### src/rtl/sinc_decimator_pkg.sv
package sinc_decimator_pkg;

  typedef logic [1:0] rate_code_t;

  // Cube of a decimation ratio, i.e. the full-scale filter gain.
  function automatic longint ratio_cube(input longint r);
    return r * r * r;
  endfunction

  // Smallest right shift that squeezes full scale into w unsigned bits.
  function automatic int fit_shift(input longint full, input int w);
    int s;
    s = 0;
    while ((full >> s) >= (longint'(1) << w)) s++;
    return s;
  endfunction

  function automatic int max4(input int a, input int b, input int c, input int d);
    int m;
    m = a;
    if (b > m) m = b;
    if (c > m) m = c;
    if (d > m) m = d;
    return m;
  endfunction

endpackage

### src/rtl/sinc_dec_seq.sv
module sinc_dec_seq
  import sinc_decimator_pkg::*;
#(
  parameter int CNT_W = 9
) (
  input  logic             clk,
  input  logic             rst,
  input  rate_code_t       rate_sel,
  input  logic             sync,
  input  logic             mod_stb,
  input  logic [CNT_W-1:0] ratio_m1,
  output rate_code_t       sel_q,
  output logic             clr,
  output logic             samp,
  output logic             tick,
  output logic             tick_ok
);

  localparam int SETTLE_WORDS = 3;
  localparam int WC_W = $clog2(SETTLE_WORDS);

  logic [CNT_W-1:0] cnt;
  logic [WC_W-1:0]  wcnt;

  // Explicit pulse or a newly loaded rate code both clear the filter.
  assign clr     = sync | (rate_sel != sel_q);
  assign samp    = mod_stb & ~clr;
  assign tick    = samp & (cnt == ratio_m1);
  assign tick_ok = tick & (wcnt == WC_W'(SETTLE_WORDS - 1));

  always_ff @(posedge clk) begin
    if (rst) begin
      sel_q <= rate_sel;
      cnt   <= '0;
      wcnt  <= '0;
    end else begin
      sel_q <= rate_sel;
      if (clr) begin
        cnt  <= '0;
        wcnt <= '0;
      end else if (samp) begin
        cnt <= tick ? '0 : cnt + 1'b1;
        if (tick && wcnt != WC_W'(SETTLE_WORDS - 1)) wcnt <= wcnt + 1'b1;
      end
    end
  end

  // decimation points never fall on adjacent cycles (ratio >= 2)
  p_tick_spacing_r4: assert property (@(posedge clk) disable iff (rst)
    tick |=> !tick);

  // a clear withholds readiness on the following cycle
  p_clear_gates_r3: assert property (@(posedge clk) disable iff (rst)
    clr |=> !tick_ok);

endmodule

### src/rtl/sinc_dec_integ.sv
module sinc_dec_integ #(
  parameter int ACC_W = 28
) (
  input  logic             clk,
  input  logic             rst,
  input  logic             clr,
  input  logic             samp,
  input  logic             mod_bit,
  output logic [ACC_W-1:0] i3_next
);

  localparam int STAGES = 3;

  logic [ACC_W-1:0] acc   [STAGES];
  logic [ACC_W-1:0] acc_n [STAGES];

  // Chained within a cycle: every stage sees the new value of the one before.
  generate
    for (genvar g = 0; g < STAGES; g++) begin : g_stage
      if (g == 0) begin : g_first
        assign acc_n[g] = acc[g] + ACC_W'(mod_bit);
      end else begin : g_rest
        assign acc_n[g] = acc[g] + acc_n[g-1];
      end

      always_ff @(posedge clk) begin
        if (rst || clr)  acc[g] <= '0;
        else if (samp)   acc[g] <= acc_n[g];
      end
    end
  endgenerate

  assign i3_next = acc_n[STAGES-1];

endmodule

### src/rtl/sinc_dec_comb.sv
module sinc_dec_comb #(
  parameter int ACC_W  = 28,
  parameter int DOUT_W = 16,
  parameter int SH_W   = 6
) (
  input  logic              clk,
  input  logic              rst,
  input  logic              clr,
  input  logic              tick,
  input  logic              tick_ok,
  input  logic [ACC_W-1:0]  i3_next,
  input  logic [SH_W-1:0]   shift,
  input  logic [ACC_W-1:0]  r_cube,
  output logic [DOUT_W-1:0] word,
  output logic              word_rdy
);

  logic [ACC_W-1:0] d1, d2, d3;
  logic [ACC_W-1:0] c1, c2, c3;

  assign c1 = i3_next - d1;
  assign c2 = c1 - d2;
  assign c3 = c2 - d3;

  always_ff @(posedge clk) begin
    if (rst || clr) begin
      d1 <= '0;
      d2 <= '0;
      d3 <= '0;
    end else if (tick) begin
      d1 <= i3_next;
      d2 <= c1;
      d3 <= c2;
    end
  end

  always_ff @(posedge clk) begin
    if (rst) begin
      word     <= '0;
      word_rdy <= 1'b0;
    end else begin
      word_rdy <= tick_ok;
      if (tick_ok) word <= DOUT_W'(c3 >> shift);
    end
  end

  // a unipolar sinc-cubed result never exceeds the ratio cubed
  p_cic_bound_r2: assert property (@(posedge clk) disable iff (rst)
    tick |-> (c3 <= r_cube));

  // ready is a single-cycle pulse
  p_rdy_pulse_r4: assert property (@(posedge clk) disable iff (rst)
    word_rdy |=> !word_rdy);

endmodule

### src/rtl/sinc_decimator.sv
module sinc_decimator
  import sinc_decimator_pkg::*;
#(
  parameter int DOUT_W = 16,
  parameter int RATIO0 = 384,
  parameter int RATIO1 = 320,
  parameter int RATIO2 = 96,
  parameter int RATIO3 = 48
) (
  input  logic              clk,
  input  logic              rst,
  input  logic              mod_bit,
  input  logic              mod_stb,
  input  logic [1:0]        rate_sel,
  input  logic              sync,
  output logic [DOUT_W-1:0] dout,
  output logic              drdy
);

  localparam int R_MAX = max4(RATIO0, RATIO1, RATIO2, RATIO3);
  localparam int CNT_W = $clog2(R_MAX);
  localparam int ACC_W = 3 * $clog2(R_MAX) + 1;
  localparam int SH_W  = 6;

  localparam int     RATIO [4] = '{RATIO0, RATIO1, RATIO2, RATIO3};
  localparam longint CUBE  [4] = '{ratio_cube(RATIO0), ratio_cube(RATIO1),
                                   ratio_cube(RATIO2), ratio_cube(RATIO3)};
  localparam int     SHIFT [4] = '{fit_shift(CUBE[0], DOUT_W), fit_shift(CUBE[1], DOUT_W),
                                   fit_shift(CUBE[2], DOUT_W), fit_shift(CUBE[3], DOUT_W)};

  rate_code_t       sel_q;
  logic             clr, samp, tick, tick_ok;
  logic [CNT_W-1:0] ratio_m1;
  logic [ACC_W-1:0] i3_next, r_cube;
  logic [SH_W-1:0]  shift;

  assign ratio_m1 = CNT_W'(RATIO[sel_q] - 1);
  assign r_cube   = ACC_W'(CUBE[sel_q]);
  assign shift    = SH_W'(SHIFT[sel_q]);

  sinc_dec_seq #(.CNT_W(CNT_W)) u_seq (
    .clk(clk), .rst(rst), .rate_sel(rate_sel), .sync(sync), .mod_stb(mod_stb),
    .ratio_m1(ratio_m1), .sel_q(sel_q), .clr(clr), .samp(samp),
    .tick(tick), .tick_ok(tick_ok)
  );

  sinc_dec_integ #(.ACC_W(ACC_W)) u_integ (
    .clk(clk), .rst(rst), .clr(clr), .samp(samp), .mod_bit(mod_bit),
    .i3_next(i3_next)
  );

  sinc_dec_comb #(.ACC_W(ACC_W), .DOUT_W(DOUT_W), .SH_W(SH_W)) u_comb (
    .clk(clk), .rst(rst), .clr(clr), .tick(tick), .tick_ok(tick_ok),
    .i3_next(i3_next), .shift(shift), .r_cube(r_cube),
    .word(dout), .word_rdy(drdy)
  );

  // the word only moves together with a ready pulse
  p_dout_hold_r5: assert property (@(posedge clk) disable iff (rst)
    !drdy |-> $stable(dout));

  // no ready pulse directly after a synchronize
  p_sync_quiet_r3: assert property (@(posedge clk) disable iff (rst)
    sync |=> !drdy);

  // a rate-code change suppresses readiness like a synchronize
  p_rate_sync_r7: assert property (@(posedge clk) disable iff (rst)
    (rate_sel != sel_q) |=> !drdy);

endmodule

### config.mk
export PLATFORM = sky130hd
export DESIGN_NAME = sinc_decimator
export DESIGN_NICKNAME = d
export VERILOG_FILES = /design/src/rtl/sinc_decimator_pkg.sv /design/src/rtl/sinc_dec_seq.sv /design/src/rtl/sinc_dec_integ.sv /design/src/rtl/sinc_dec_comb.sv /design/src/rtl/sinc_decimator.sv
export SDC_FILE = /design/constraint.sdc
export NUM_CORES = 1
export LEC_CHECK = 0
export ABC_AREA = 1
export BUFFER_PORTS_ARGS = -buffer_cell sky130_fd_sc_hd__buf_2
export CAP_MARGIN = 25
export CORE_UTILIZATION = 35
export DETAILED_ROUTE_END_ITERATION = 10
export PLACE_DENSITY = 0.55
export SYNTH_ARGS = -nofsm -noshare
export SYNTH_HDL_FRONTEND = slang
export SYNTH_SLANG_ARGS = --single-unit
### constraint.sdc
create_clock -name clk -period 17.4 [get_ports clk]
set_clock_uncertainty 0.1 [all_clocks]
set_input_delay 3.48 -clock clk [delete_from_list [all_inputs] [get_ports clk]]
set_output_delay 3.48 -clock clk [all_outputs]
set_load 0.02 [all_outputs]
## Word level (Yosys, flattened, before mapping)

Memories as Yosys holds them, arrays and structs flattened.
Index checks and enable logic that the tools add are counted.

| storage, ports and cells | value |
|---|---|
| flip-flop bits (word level) | 114 |
| memories | 1 |
| bits in writable memories | 84 |
| output and inout port bits | 17 |

| cells by class | value |
|---|---|
| magnitude comparators | 1 |
| shift-type cells | 1 |
| mux-type cells | 15 |
| reduce and logical (&&, ||, !) cells | 4 |
| equality and inequality tests | 4 |
| bitwise logic cells | 9 |
| add/subtract/negate cells | 9 |

Memories:

| name | depth | width | read ports | clocked after memory_dff | wr ports | RTL line | source |
|---|---|---|---|---|---|---|---|
| u_integ.acc | 3 | 28 | 3 | 0 | 3 | sinc_dec_integ.sv:14 | `logic [ACC_W-1:0] acc [STAGES];` |

Operators by type and width:

| kind | number |
|---|---|
| $bmux W32 S2 | 2 |
| $mux W28 | 3 |
| $sub A28 B28 Y28 | 3 |
| $add A28 B28 Y28 | 2 |
| $add A28 B1 Y28 | 1 |
| $shr A28 B6 Y16 | 1 |
| $mux W9 | 3 |
| $mux W6 | 2 |
| $add A9 B1 Y9 const B | 1 |
| $eq A9 B9 Y1 | 1 |
| $sub A9 B2 Y9 const B | 1 |
| $mux W1 | 5 |
| $or A1 B1 Y1 | 4 |
| $and A1 B1 Y1 | 3 |
| $ge A3 B3 Y1 const B | 1 |
| $not A2 Y3 | 1 |
| $add A2 B1 Y2 const B | 1 |
| $eq A2 B2 Y1 const B | 1 |
| $ne A2 B2 Y1 | 1 |
| $ne A2 B2 Y1 const B | 1 |
| $reduce_and A2 Y1 | 1 |
| $reduce_or A2 Y1 | 1 |
| $logic_and A1 B1 Y1 | 1 |
| $logic_or A1 B1 Y1 | 1 |
| $not A1 Y1 | 1 |

## Longest topological paths before layout

Gate-level depths: netlist of run 1.

| depth | value |
|---|---|
| depth in word-level cells | 9 |
| mapped depth | 50 |

## By module

A second synthesis of run 1 with hierarchy kept.

| unflattened totals | value |
|---|---|
| cells, all modules | 2574 |
| area, all modules | 17634.4 µm² |

Modules (own cells, without submodules):

| module | instances | area each (µm²) | cells each |
|---|---|---|---|
| sinc_dec_comb | 1 | 9125.0 | 1436 |
| sinc_dec_integ | 1 | 7377.1 | 965 |
| sinc_dec_seq | 1 | 1021.0 | 157 |
| sinc_decimator | 1 | 111.4 | 16 |

## Worst setup path before layout of run 1

No wires, ideal clock.

| path | value |
|---|---|
| path type | input-to-reg |
| start | input mod_bit |
| end | register u_comb.word[13] |
| arrival time | 10.179 ns |
| library setup time | 0.115 ns |
| buffers on the path | 0 |
| path slack | 7.007 ns |
| cell stages on the path | 41 |
| cells stage by stage | ha_1 inv_1 nor2_4 xor2_1 inv_1 ha_1 a21oi_1 nand2_1 a21oi_1 o21bai_2 a211oi_1 a21oi_1 xnor2_1 inv_1 ha_1 a21oi_1 a21boi_0 nand3_1 [... 5 more ...] nor3_1 a21oi_1 o21ai_0 xor2_1 ha_1 a21oi_1 o21a_1 o21ai_0 a21o_1 xor2_1 ha_1 nand2_1 nor4_1 nand3_1 nand3_1 xnor2_1 o2111ai_1 o21a_1 |

RTL lines:

| element | RTL line | source |
|---|---|---|
| start, declared | sinc_decimator.sv:12 | `input logic mod_bit,` |
| end signal, assigned | sinc_dec_comb.sv:43 | `if (tick_ok) word <= DOUT_W'(c3 >> shift);` |
| end, declared | sinc_dec_comb.sv:14 | `output logic [DOUT_W-1:0] word,` |

==> results of run 1 <==
-- power by group through the flow --
stage / clock, mW / combinational, mW / sequential (mW)
CTS: 0.401 / 1.22 / 0.461
floorplan: 0 / 0.942 / 0.469
global placement: 0 / 1.21 / 0.471
detailed placement: 0 / 1.21 / 0.471
finish: 0.389 / 1.22 / 0.461
global route: 0.417 / 1.39 / 0.461
-- stage by stage --
| step | hold slack, ns | worst slack, ns | utilization [%] |
|---|---|---|---|
| after global routing | 0.388 | 4.69 | 38.8 |
| final | 0.369 | 5.57 | 38.8 |
| after CTS | 0.371 | 5.67 | 38.8 |
| after global placement | 0.349 | 5.31 | 37.2 |
| after detailed placement | 0.359 | 5.24 | 37.3 |
| after floorplan | 0.332 | 7.01 | - |
-- worst min-delay path: stages (launching register included) --
cell                      delay (ns)
sky130_fd_sc_hd__dfxtp_1        0.30
sky130_fd_sc_hd__inv_1          0.06
sky130_fd_sc_hd__o21ai_1        0.06
-- synthesized netlist by cell type, drive strengths merged, types with 5 or more instances --
cell type / number
a21boi: 6
a21o: 15
a21oi: 156
a31oi: 18
buf: 19
clkbuf: 18
dfxtp: 108
edfxtp: 78
fa: 5
ha: 135
inv: 322
nand2: 301
nand3: 73
nand4: 15
nor2: 180
nor3: 21
nor4: 14
o211ai: 8
o21a: 7
o21ai: 135
o21bai: 11
o221ai: 6
o22ai: 39
or2: 8
xnor2: 21
xor2: 100
-- per-layer routing --
layer	wire length [µm]	GRT usage (%)	vias to the layer above
li1	-	-	6167
met1	15100	19.9	5301
met2	15400	28.9	172
met3	695	2.22	50
met4	693	5.45	0
met5	0	0	-
-- registers in the layout, indices dropped and copies added, names as in the netlist --
register,cells
u_integ.acc,78
u_comb.d1,26
u_comb.d2,26
u_comb.d3,26
u_comb.word,16
u_seq.cnt,9
u_seq.sel_q,2
u_seq.wcnt,2
u_comb.word_rdy,1
-- cell type report --
| class | instances | area share (%) |
|---|---|---|
| tap | 518 | 4.31 |
| multi-input combinational | 1300 | 52.7 |
| sequential | 186 | 29.9 |
| inverter | 324 | 8.12 |
| timing repair buffer | 28 | 1.15 |
| clock buffer | 17 | 2.83 |
| clock inverter | 15 | 0.923 |
-- cell usage in the layout (no fill, tap or decap), types with 10 or more instances in the layout --
cell	instances
sky130_fd_sc_hd__clkbuf_16	17
sky130_fd_sc_hd__inv_1	311
sky130_fd_sc_hd__o21ai_1	45
sky130_fd_sc_hd__ha_1	135
sky130_fd_sc_hd__xnor2_1	21
sky130_fd_sc_hd__o21bai_1	10
sky130_fd_sc_hd__xor2_1	100
sky130_fd_sc_hd__nor3_1	20
sky130_fd_sc_hd__dfxtp_1	108
sky130_fd_sc_hd__o22ai_1	39
sky130_fd_sc_hd__nor4_1	12
sky130_fd_sc_hd__nor2_1	166
sky130_fd_sc_hd__a31oi_1	18
sky130_fd_sc_hd__o21ai_0	86
sky130_fd_sc_hd__a21o_1	15
sky130_fd_sc_hd__edfxtp_1	78
sky130_fd_sc_hd__nand2_1	296
sky130_fd_sc_hd__nand3_1	73
sky130_fd_sc_hd__inv_2	11
sky130_fd_sc_hd__nand4_1	15
sky130_fd_sc_hd__buf_2	23
sky130_fd_sc_hd__a21oi_1	155
-- worst min path at each step --
stage | endpoint | slack, ns | depth (start not counted)
final | u_comb.d2[16] | 0.37 | 2
after detailed placement | u_comb.word[11] | 0.36 | 2
after floorplan | u_comb.d1[0] | 0.33 | 2
after global placement | u_comb.d1[0] | 0.35 | 2
after CTS | u_comb.word[11] | 0.37 | 2
after global routing | u_comb.d2[2] | 0.39 | 2
-- logic make-up after synthesis --
logic type               synth area share, %
AND/OR/NAND/NOR                         19.5
adder cells (fa/ha/maj)                 12.9
flip-flops                              32.5
AO/OA/AOI/OAI                           17.2
XOR/XNOR                                7.66
buffers and inverters                   10.2
==> metrics list, run 1 <==
- Class of the most critical hold timing path: reg2reg
- Among all flip-flop cells after synthesis, the most frequent one is sky130_fd_sc_hd__dfxtp_1.
* Per-cell routed wire length: between 10 and 15 µm
* Layout Cells excl Fill: about 2.4k
- Core area: about 0.039 mm²
* Critical setup path kind: in2reg
- Share of Yosys cell area claimed by the top area cell type: around 17%
- TritonCTS built the clock tree.
- Part of the power in the clock network: approximately a fifth
- Crit-path max FO: 5
* Total of max-cap violations: 0
- Syn Std Cell Area: 0.0138 mm²
- Once placement completed, the tool counted placed cells totaling 2356.
* Largest net degree at the start of global routing: 72
* HPWL after DPL: 24400 µm
- The final number of max-transition violations came to 0.
- The run finished with clean final reports.
- Data arrives at the worst endpoint at about 12 ns.
- In the synthesized netlist the async set-or-reset flop fraction comes to 0%.
* Number of synthesized flops with an enable pin: just under 80
- Syn Inst Count: approximately 1.8k
- Worst Min Path Start: u_comb.d2[16]
- Post-CTS repair timing setup buffer count: 0
- For this run, the top clock speed supported by timing is between 80 and 90 MHz.
- Residual antenna-violating net count after detailed routing: 0
* Clock transition at the registers of the reported paths: 0.07 ns
- In the final design database the tool counted approximately 2k nets.
- Router iterations before antenna repair: 6
* Initial Utilization: 35.6%
* Via density: 4.90
- Counting along the longest clock path gives a buffer depth of 2.
- Buffers inserted to repair hold after CTS numbered 0.
- Summed over all cells, the static leakage comes to 6.76 nW.
- Setup TNS Final: 0 ns
- Switching pwr: ~0.98 mW
- The worst path uses 68.0% of the clock period.
- Final std cell area, no fill: approximately 0.015 mm²
* Drt total wl: 31900 µm
- Syn Nets: 1994
- The number of global-route vias before repair came to between 10k and 15k.
- For the worst flop-to-flop path, the logic depth is 43.
- CP Launch Point: mod_bit
- Proportion of synthesized chip area in sequential cells: 32.5%
- Boundary Pins: 24
- At the end of routability-driven placement, the weighted congestion stood at 0.937.
- The repair_antennas step left the layout with diodes totalling 0.
- In this run the tightest slew margin relative to its limit is between 40% and 50%.
- Chip Width: 201 µm
* P&R area growth vs syn: 8.72%
* Part of the power in combinational logic: approximately three fifths
- Counting I/O delays and the setup requirement, the final critical path takes approximately 12 ns.
- Count of synthesis-stage warnings from yosys: 0
- CP max stage delay: around 0.4 ns
- Of the cells placed in the final design, the portion with a size suffix greater than 1 is under 10%.
* Cell taking the most area after synthesis: sky130_fd_sc_hd__edfxtp_1
* Wire length of the first global-routing pass: 54300 µm
* Clock sinks: between 150 and 200
* Worst-Skew Late Latency: 0.45 ns
* Remaining Overflow, GRT: 0
- Residual DRC count: 0
- Critical-path cell with the highest stage delay: sky130_fd_sc_hd__nor4_1
- In this run, synthesis produced a sequential element count of ~190.
* Total global-route track usage: 16.2%
- For the pin with the worst max-slew slack, the measured transition is 0.808 ns.
- Clock root buffer: sky130_fd_sc_hd__clkbuf_16
- Sequential cells account for approximately 22% of the total power.
* Endpoint required time on the critical path: between 15 and 20 ns
- Count of buffers from port buffering: 23
* Cell Area, Placed: approximately 0.014 mm²
* Vertical extent of the die: approximately 200 µm
* CP most frequent cell: sky130_fd_sc_hd__ha_1
- Final hold violation count: 0
* Launching element type of the critical path: input pin
- Worst ir drop on vdd: between 0.07 and 0.08 mV
- Switching power share of the total: between 40% and 50%
* Reg2Reg Setup Slack: roughly 8.3 ns
- The average instance in the mapped netlist occupies ~7.5 µm².
- Source of the worst register-to-register timing path: u_integ.acc[0][0]
* Total buffers and inverters traversed by the critical path: 4
- The design draws ~2.1 mW.
- Yosys attributes the largest share of cell area to sky130_fd_sc_hd__edfxtp_1 (17%), sky130_fd_sc_hd__dfxtp_1 (16%), sky130_fd_sc_hd__ha_1 (12%), sky130_fd_sc_hd__inv_1 (8.4%), sky130_fd_sc_hd__nand2_1 (8.1%).
- For this block, the initial DRC count from the detailed router was around 570.
- In this run the power density over the cells is about 140 mW/mm².
- Total of cells resized after clock tree synthesis: 0
- In this run the number of cells on the critical path is 44.
* Setup Viol. Count Final: 0
* Area of combinational cells with multiple inputs: 0.00794 mm²
* Number of fillers in the final layout: between 4k and 5k
* Routed via count: ~12k
- Unrepaired setup endpoints after global routing: no
- Storage cell area: around 0.0045 mm²
* R2R Path End: u_comb.word[13]
* Largest delay share family, worst path: compound AO/OA/AOI/OAI gates
- Row generation in the floorplan step produced 72 rows.
- Distinct cells, synth: 58
- STA classifies the critical path endpoint as a flop.
- Total clock buffers created by CTS: 17
* Total die area: 0.0403 mm²
- CTS built an H-tree with a depth of 4.
* Power Internal: approximately 1.1 mW
- Capturing instance or port of the critical path: u_comb.word[13]
* Number of antenna violations at the first check in global routing: 0
(Power assumes the default switching activity.)
==> inputs of run 2 (changes only) <==
clock period = 11.71 ns   (was 17.4 ns; I/O delays follow)
==> run 2 against run 1 <==
Compared with the run above: global-route usage is 0.058 points higher; register-to-register slack got worse by 5.8 ns; sequential cell count is the same; power grew 48%; count of clock-buffer cells in the layout is 2 higher; sequential power rose by 49%; final cell count did not move; setup slack got worse by 4.6 ns; core utilization is essentially flat; critical path depth unchanged; final area hardly changed; critical path type unchanged; critical endpoint unchanged; largest power group unchanged.
==> metrics list, run 2 (same netlist as run 1, synthesis figures left out) <==
- The total number of vias came to 11.7k (+0.094%).
* Total global-route track usage: 16.3% (+0.058 points)
- Critical setup path kind: in2reg
- The library cell used most frequently in the layout, excluding fill and tap cells, is sky130_fd_sc_hd__inv_1.
- The overall die area is 0.0403 mm² (unchanged).
- The slack of the critical path is 0.930 ns (-4.64 ns).
- The post-detailed-routing wire length came to 31900 µm (+0.14%).
* Chip Width: 201 µm (unchanged)
- The clock-pin slew on the worst setup and hold paths was 0.07 ns (about the same).
- The detail-routed via count per cell came to 4.90 (about the same).
- Post-route core utilization: 38.7% (about the same)
- The area of all placed cells without fillers came to 0.0150 mm² (about the same).
* Number of placed instances, taps included: 2356 (unchanged)
- The total power consumption of the routed design came to 3.07 mW (+48%).
- The tree is rooted in a sky130_fd_sc_hd__clkbuf_16.
- Max frequency: ~90 MHz
* Largest register FFs: 78 (unchanged)
* Worst-Skew Late Latency: 0.44 ns (about the same)
- The total of cells resized after clock tree synthesis was 0 (unchanged).
- The post-detailed-route wirelength per cell came to 13.4 µm (+0.14%).
* Unrepaired setup endpoints after global routing: no
- The total core area was 0.0388 mm² (unchanged).
- Number of pins with negative max-slew slack in the final report: 0 (unchanged)
* Remaining Overflow, GRT: 0 (unchanged)
- Endpoint required time on the critical path: 11.94 ns (-5.69 ns)
- The largest fanout of any net on the critical path came to 5 (unchanged).
- Count of buffers from port buffering: 23 (unchanged)
- The number of antenna diodes came to 0 (unchanged).
- Wire length of the first global-routing pass: 54600 µm (+0.46%)
- Power density normalized to cell area: 204 mW/mm² (+48%)
- Final worst-path cycle share: slightly above 90%
- u_integ.acc holds more flip-flops than any other register.
- P&R area growth vs syn: 8.63% (about the same)
- DR iter-0 viols: 458 (-19%)
- The hold-fix buffer count after cts is 0 (unchanged).
* Largest net degree at the start of global routing: 72 (unchanged)
- The maximum vdd ir drop was 0.114 mV (+47%).
- The layout filler cell count is 4044 (-0.25%).
- The number of ports placed on the die boundary is 24 (unchanged).
- The summed negative setup slack over all endpoints is 0 ns (unchanged).
* Fraction of final layout cells sized beyond drive strength 1: 5.72% (-0.053 points)
- Total of max-cap violations: 0 (unchanged)
- The number of H-tree levels was 4 (unchanged).
* Number of antenna violations at the first check in global routing: 0 (unchanged)
- The signal arrival time at the worst endpoint came to 11.01 ns (-1.05 ns).
- The number of global-route vias before repair is 11.9k (+1.8%).
- Worst hold slack: 0.366 ns (-0.00289 ns)
- Relative slew margins: 47.1% (+0.95 points)
* Buffer levels on the longest clock path: 2 (unchanged)
- Cell Area, Placed: 0.0145 mm² (unchanged)
- Residual DRC count: 0 (unchanged)
- Min Clock Period, post-route: roughly 11 ns
- Final net count: 2004 (unchanged)
- The chip height was 201 µm (unchanged).
- The flow ran to the end, and the final reports show no timing, DRC or antenna violations.
* Critical-path cell with the highest stage delay: sky130_fd_sc_hd__nor4_1
* Layout Cells excl Fill: 2388 (unchanged)
- The leakage dissipation was 6.75 nW (-0.16%).
- Clock sinks: 186 (unchanged)
- The total count of hold-check failures in the final report is 0 (unchanged).
- TritonCTS clock tree: done
- HPWL after DPL: 24400 µm (+0.19%)
- The placer congestion estimate is 0.940 (+0.38%).
* Post-CTS repair timing setup buffer count: 0 (unchanged)
- The number of failing setup endpoints in the final timing report was 0 (unchanged).
- Leading cell types in the layout, fill and taps excluded: sky130_fd_sc_hd__inv_1 (311), sky130_fd_sc_hd__nand2_1 (296), sky130_fd_sc_hd__nor2_1 (166)
* Class of the most critical hold timing path: reg2reg
- The placement row count is 72 (unchanged).
- The transition time at the pin with the least slew margin came to 0.794 ns (-0.0142 ns).
- The number of nets with antenna violations after routing was 0 (unchanged).
- CP most frequent cell: sky130_fd_sc_hd__ha_1
* Placement Setup Slack: 0.640 ns (-4.60 ns)
* Router iterations before antenna repair: 5 (-1)
* Crit path capture type: flop
* CP max stage delay: 0.45 ns (+0.05 ns)
* Initial Utilization: 35.6% (unchanged)
* Total clock buffers created by CTS: 17 (unchanged)
- Launching element type of the critical path: input pin
## run 2: cell count changes in the layout (fill, tap and decap cells not counted), sizes merged
cell | previous run | this run
clkbuf | 17 | 19
clkinv | 8 | 6
clkinvlp | 1 | 2
inv | 329 | 328
## run 2: power breakdown
group / internal [mW] / switching [mW]
Sequential: 0.679 / 0.00574
Combinational: 0.647 / 1.17
Clock: 0.296 / 0.270
Total: 1.62 / 1.44
## run 2: layer usage
| metal | track usage [%] | vias up | routed length [µm] |
|---|---|---|---|
| met1 | 19.7 | 5296 | 15000 |
| met2 | 29.0 | 184 | 15400 |
| met3 | 2.24 | 50 | 717 |
| met5 | 0 | - | 0 |
| met4 | 6.16 | 0 | 807 |
| li1 | - | 6171 | - |
## run 2: critical path, delay by kind of cell
| kind | cells | cell delay [ns] |
|---|---|---|
| adders and majority gates | 7 | 2.08 |
| buffers and inverters | 4 | 0.34 |
| and+or+nand+nor | 17 | 2.97 |
| xor gates and xnor gates | 4 | 0.87 |
| AOI/OAI and AO/OA | 12 | 2.39 |
## run 2: layout make-up
type | count | area (µm²) | area share (%)
multi-input combinational | 1300 | 7940 | 52.8
sequential | 186 | 4500 | 30.0
inverter | 324 | 1220 | 8.12
tap | 518 | 648 | 4.31
clock buffer | 19 | 433 | 2.88
timing repair buffer | 28 | 173 | 1.15
clock inverter | 13 | 118 | 0.782
## run 2: final timing paths
path	from	to	slack [ns]	cells after the start
min	u_comb.d1[0]	u_comb.d1[0]	0.37	2
min reg2reg	u_comb.d1[0]	u_comb.d1[0]	0.37	2
max reg2reg	u_integ.acc[0][0]	u_comb.word[13]	2.56	43
max	mod_bit	u_comb.word[13]	0.93	44
==> inputs of run 3 (changes only) <==
CORE_MARGIN = 10   (was not set)
TNS_END_PERCENT = 20   (was not set)
==> run 3 against run 2 <==
Compared with the run above: register-to-register slack improved by 0.04 ns; final area rose by 0.22%; critical path depth unchanged; via count decreased by 0.68%; routed wire length up 2.0%; global-route usage down 2.3 points; sequential power is essentially flat; first-iteration DRC count grew 20%; power increased by 1.5%.
==> metrics list, run 3 (same netlist as run 1, synthesis figures left out) <==
- Status: complete, no violations
* Final worst-path cycle share: 91.6% (-0.45 points)
- The clock-pin slew on the worst setup and hold paths came to 0.07 ns (about the same).
- Compared with the post-synthesis result, the final layout area differs by 8.87%.
- Most common cell after layout, fill and taps aside: sky130_fd_sc_hd__inv_1
- Power Internal: 1.65 mW (+1.8%)
- Number of placed instances, taps included: 2356 (unchanged)
- Clock root buffer: sky130_fd_sc_hd__clkbuf_16
- The remaining routing DRC violations is 0 (unchanged).
- Switching power share of the total: 46.9% (-0.17 points)
- Endpoint required time on the critical path: 11.95 ns (about the same)
* Worst path arrival time: 10.96 ns (-0.05 ns)
- Path length in cells of the critical path: 44 (unchanged)
- Wire length of the first global-routing pass: 55800 µm (+2.3%)
- The layout cell share with drive strength beyond 1 came to 5.67% (-0.053 points).
- Capturing instance or port of the critical path: u_comb.word[13]
- Buffer levels on the longest clock path: 2 (unchanged)
- Unrepaired setup endpoints after global routing: no
- Final net count: 2004 (unchanged)
- The total core area came to 0.0389 mm² (+0.23%).
* Critical-path cell with the highest stage delay: sky130_fd_sc_hd__nor4_1
- Clock sinks: 186 (unchanged)
- Min Clock Period, post-route: 10.73 ns (-0.0530 ns)
- CP max stage delay: 0.48 ns (+0.03 ns)
- Source of the worst register-to-register timing path: u_integ.acc[0][0]
- The share of power burned in the clock network came to 18.8% (+0.3 points).
* Post-route core utilization: 38.7% (about the same)
* Number of cells on the worst reg-to-reg path: 43 (unchanged)
- Number of fillers in the final layout: 4116 (+1.8%)
* Router iterations before antenna repair: 5 (unchanged)
- The pin count of the biggest net entering global routing was 76 (+5.6%).
- The worst hold path belongs to the class reg2reg.
- Remaining Overflow, GRT: 0 (unchanged)
- CP most frequent cell: sky130_fd_sc_hd__ha_1
- The register-to-register path setup slack came to 2.60 ns (+0.04 ns).
- Final hold violation count: 0 (unchanged)
* Drt total wl: 32600 µm (+2.0%)
* Leak pwr: 6.76 nW (+0.26%)
- The violation count after the first detailed-route iteration was 548 (+20%).
- The chip height was 219 µm (+9.0%).
- The placer congestion estimate came to 0.864 (-8.2%).
- Total of cells resized after clock tree synthesis: 0 (unchanged)
- Power density normalized to cell area: 207 mW/mm² (+1.3%)
- Worst-Skew Late Latency: 0.45 ns (about the same)
- Worst ir drop on vdd: 0.127 mV (+12%)
* Layout Cells excl Fill: 2388 (unchanged)
* Overall Power: 3.11 mW (+1.5%)
* Total of max-cap violations: 0 (unchanged)
* Post-CTS repair timing setup buffer count: 0 (unchanged)
- The overall die area is 0.0479 mm² (+19%).
- TritonCTS clock tree: done
- The number of failing setup endpoints in the final timing report came to 0 (unchanged).
- Top register by number of flip-flops: u_integ.acc
- Grouping stages by cell kind, the critical path spends the most delay in simple AND/OR/NAND/NOR gates.
- STA classifies the critical path startpoint as an input pin.
* Number of antenna violations at the first check in global routing: 1 (+1)
- The number of H-tree levels is 4 (unchanged).
* Via count of the first global-routing pass: 11.9k (+0.41%)
* Post-CTS Hold Fix Bufs: 0 (unchanged)
* HPWL after DPL: 24900 µm (+2.2%)
- The final number of max-transition violations was 0 (unchanged).
* Initial Utilization: 35.6% (-0.083 points)
- Part of the power in combinational logic: 59.2% (about the same)
- Critical setup path kind: in2reg
- Floorplan row count: 72 (unchanged)
* Slew @ Worst Pin: 0.832 ns (+0.0384 ns)
- STA classifies the critical path endpoint as a flop.
* Max frequency: 93.2 MHz (+0.49%)
- Total clock buffers created by CTS: 17 (unchanged)
- Residual antenna-violating net count after detailed routing: 0 (unchanged)
- Reg power frac: 22.0% (-0.3 points)
- The summed negative setup slack over all endpoints was 0 ns (unchanged).
- Leading cell types in the layout, fill and taps excluded: sky130_fd_sc_hd__inv_1 (311), sky130_fd_sc_hd__nand2_1 (296), sky130_fd_sc_hd__nor2_1 (166)
* Largest register FFs: 78 (unchanged)
* Switching pwr: 1.46 mW (+1.1%)
- CP Launch Point: mod_bit
- The number of ports placed on the die boundary came to 24 (unchanged).
- Routed via count: 11.6k (-0.68%)
- Crit-path max FO: 5 (unchanged)
* Chip Width: 219 µm (+9.0%)
* R2R Path End: u_comb.word[13]
- Relative slew margins: 44.5% (-2.6 points)
- The total global routing track utilization came to 14.0% (-2.3 points).
* Number of diodes added for antenna fixing: 0 (unchanged)
* Total buffers and inverters traversed by the critical path: 4 (unchanged)
* Per-cell routed wire length: 13.6 µm (+2.0%)
- Via density: 4.87 (-0.68%)
* Count of buffers from port buffering: 23 (unchanged)
## run 3: tightest hold or removal path, delay by kind of cell, from the launching register on
family,cells,cell delay [ns]
AO/OA/AOI/OAI,1,0.06
buffers and inverters,1,0.06
flip-flops,1,0.30
## run 3: power groups by stage
stage | clock network (mW) | logic (mW) | registers [mW]
6_report | 0.584 | 1.84 | 0.685
5_1_grt | 0.629 | 2.09 | 0.686
4_1_cts | 0.604 | 1.84 | 0.685
3_5_place_dp | 0 | 1.82 | 0.700
3_3_place_gp | 0 | 1.84 | 0.700
2_1_floorplan | 0 | 1.40 | 0.697
## run 3: layout make-up
type / instances / area (µm²) / area share [%]
clock buffers: 23 / 499 / 3.31
clock inverters: 9 / 85.1 / 0.565
inverters: 324 / 1220 / 8.10
multi-input cells: 1300 / 7940 / 52.7
flip-flops and latches: 186 / 4500 / 29.9
well taps: 518 / 648 / 4.30
repair buffers: 28 / 173 / 1.15
## run 3: worst min-delay path by stage
stage | endpoint | start | cells after the start
finish | u_comb.d2[11] | u_comb.d2[11] | 2
global route | u_comb.d2[19] | u_comb.d2[19] | 2
CTS | u_comb.d2[14] | u_comb.d2[14] | 2
detailed placement | u_comb.word[11] | u_comb.word[11] | 2
global placement | u_comb.d3[0] | u_comb.d3[0] | 2
floorplan | u_comb.d1[0] | u_comb.d1[0] | 2
## run 3: metrics by stage
step | setup slack [ns] | hold WS (ns) | area [µm²]
floorplan | 2.45 | 0.332 | 13800
global placement | 0.696 | 0.346 | 14500
detailed placement | 0.687 | 0.354 | 14500
CTS | 1.13 | 0.373 | 15100
global route | 0.257 | 0.382 | 15100
finish | 0.983 | 0.369 | 15100
## run 3: per-layer routing
layer	up-vias	share of wire, %	GRT usage [%]
li1	6174	-	-
met1	5268	47	16.6
met2	142	49	25.3
met3	38	2.7	2.60
met4	0	1.5	3.72
met5	-	0	0
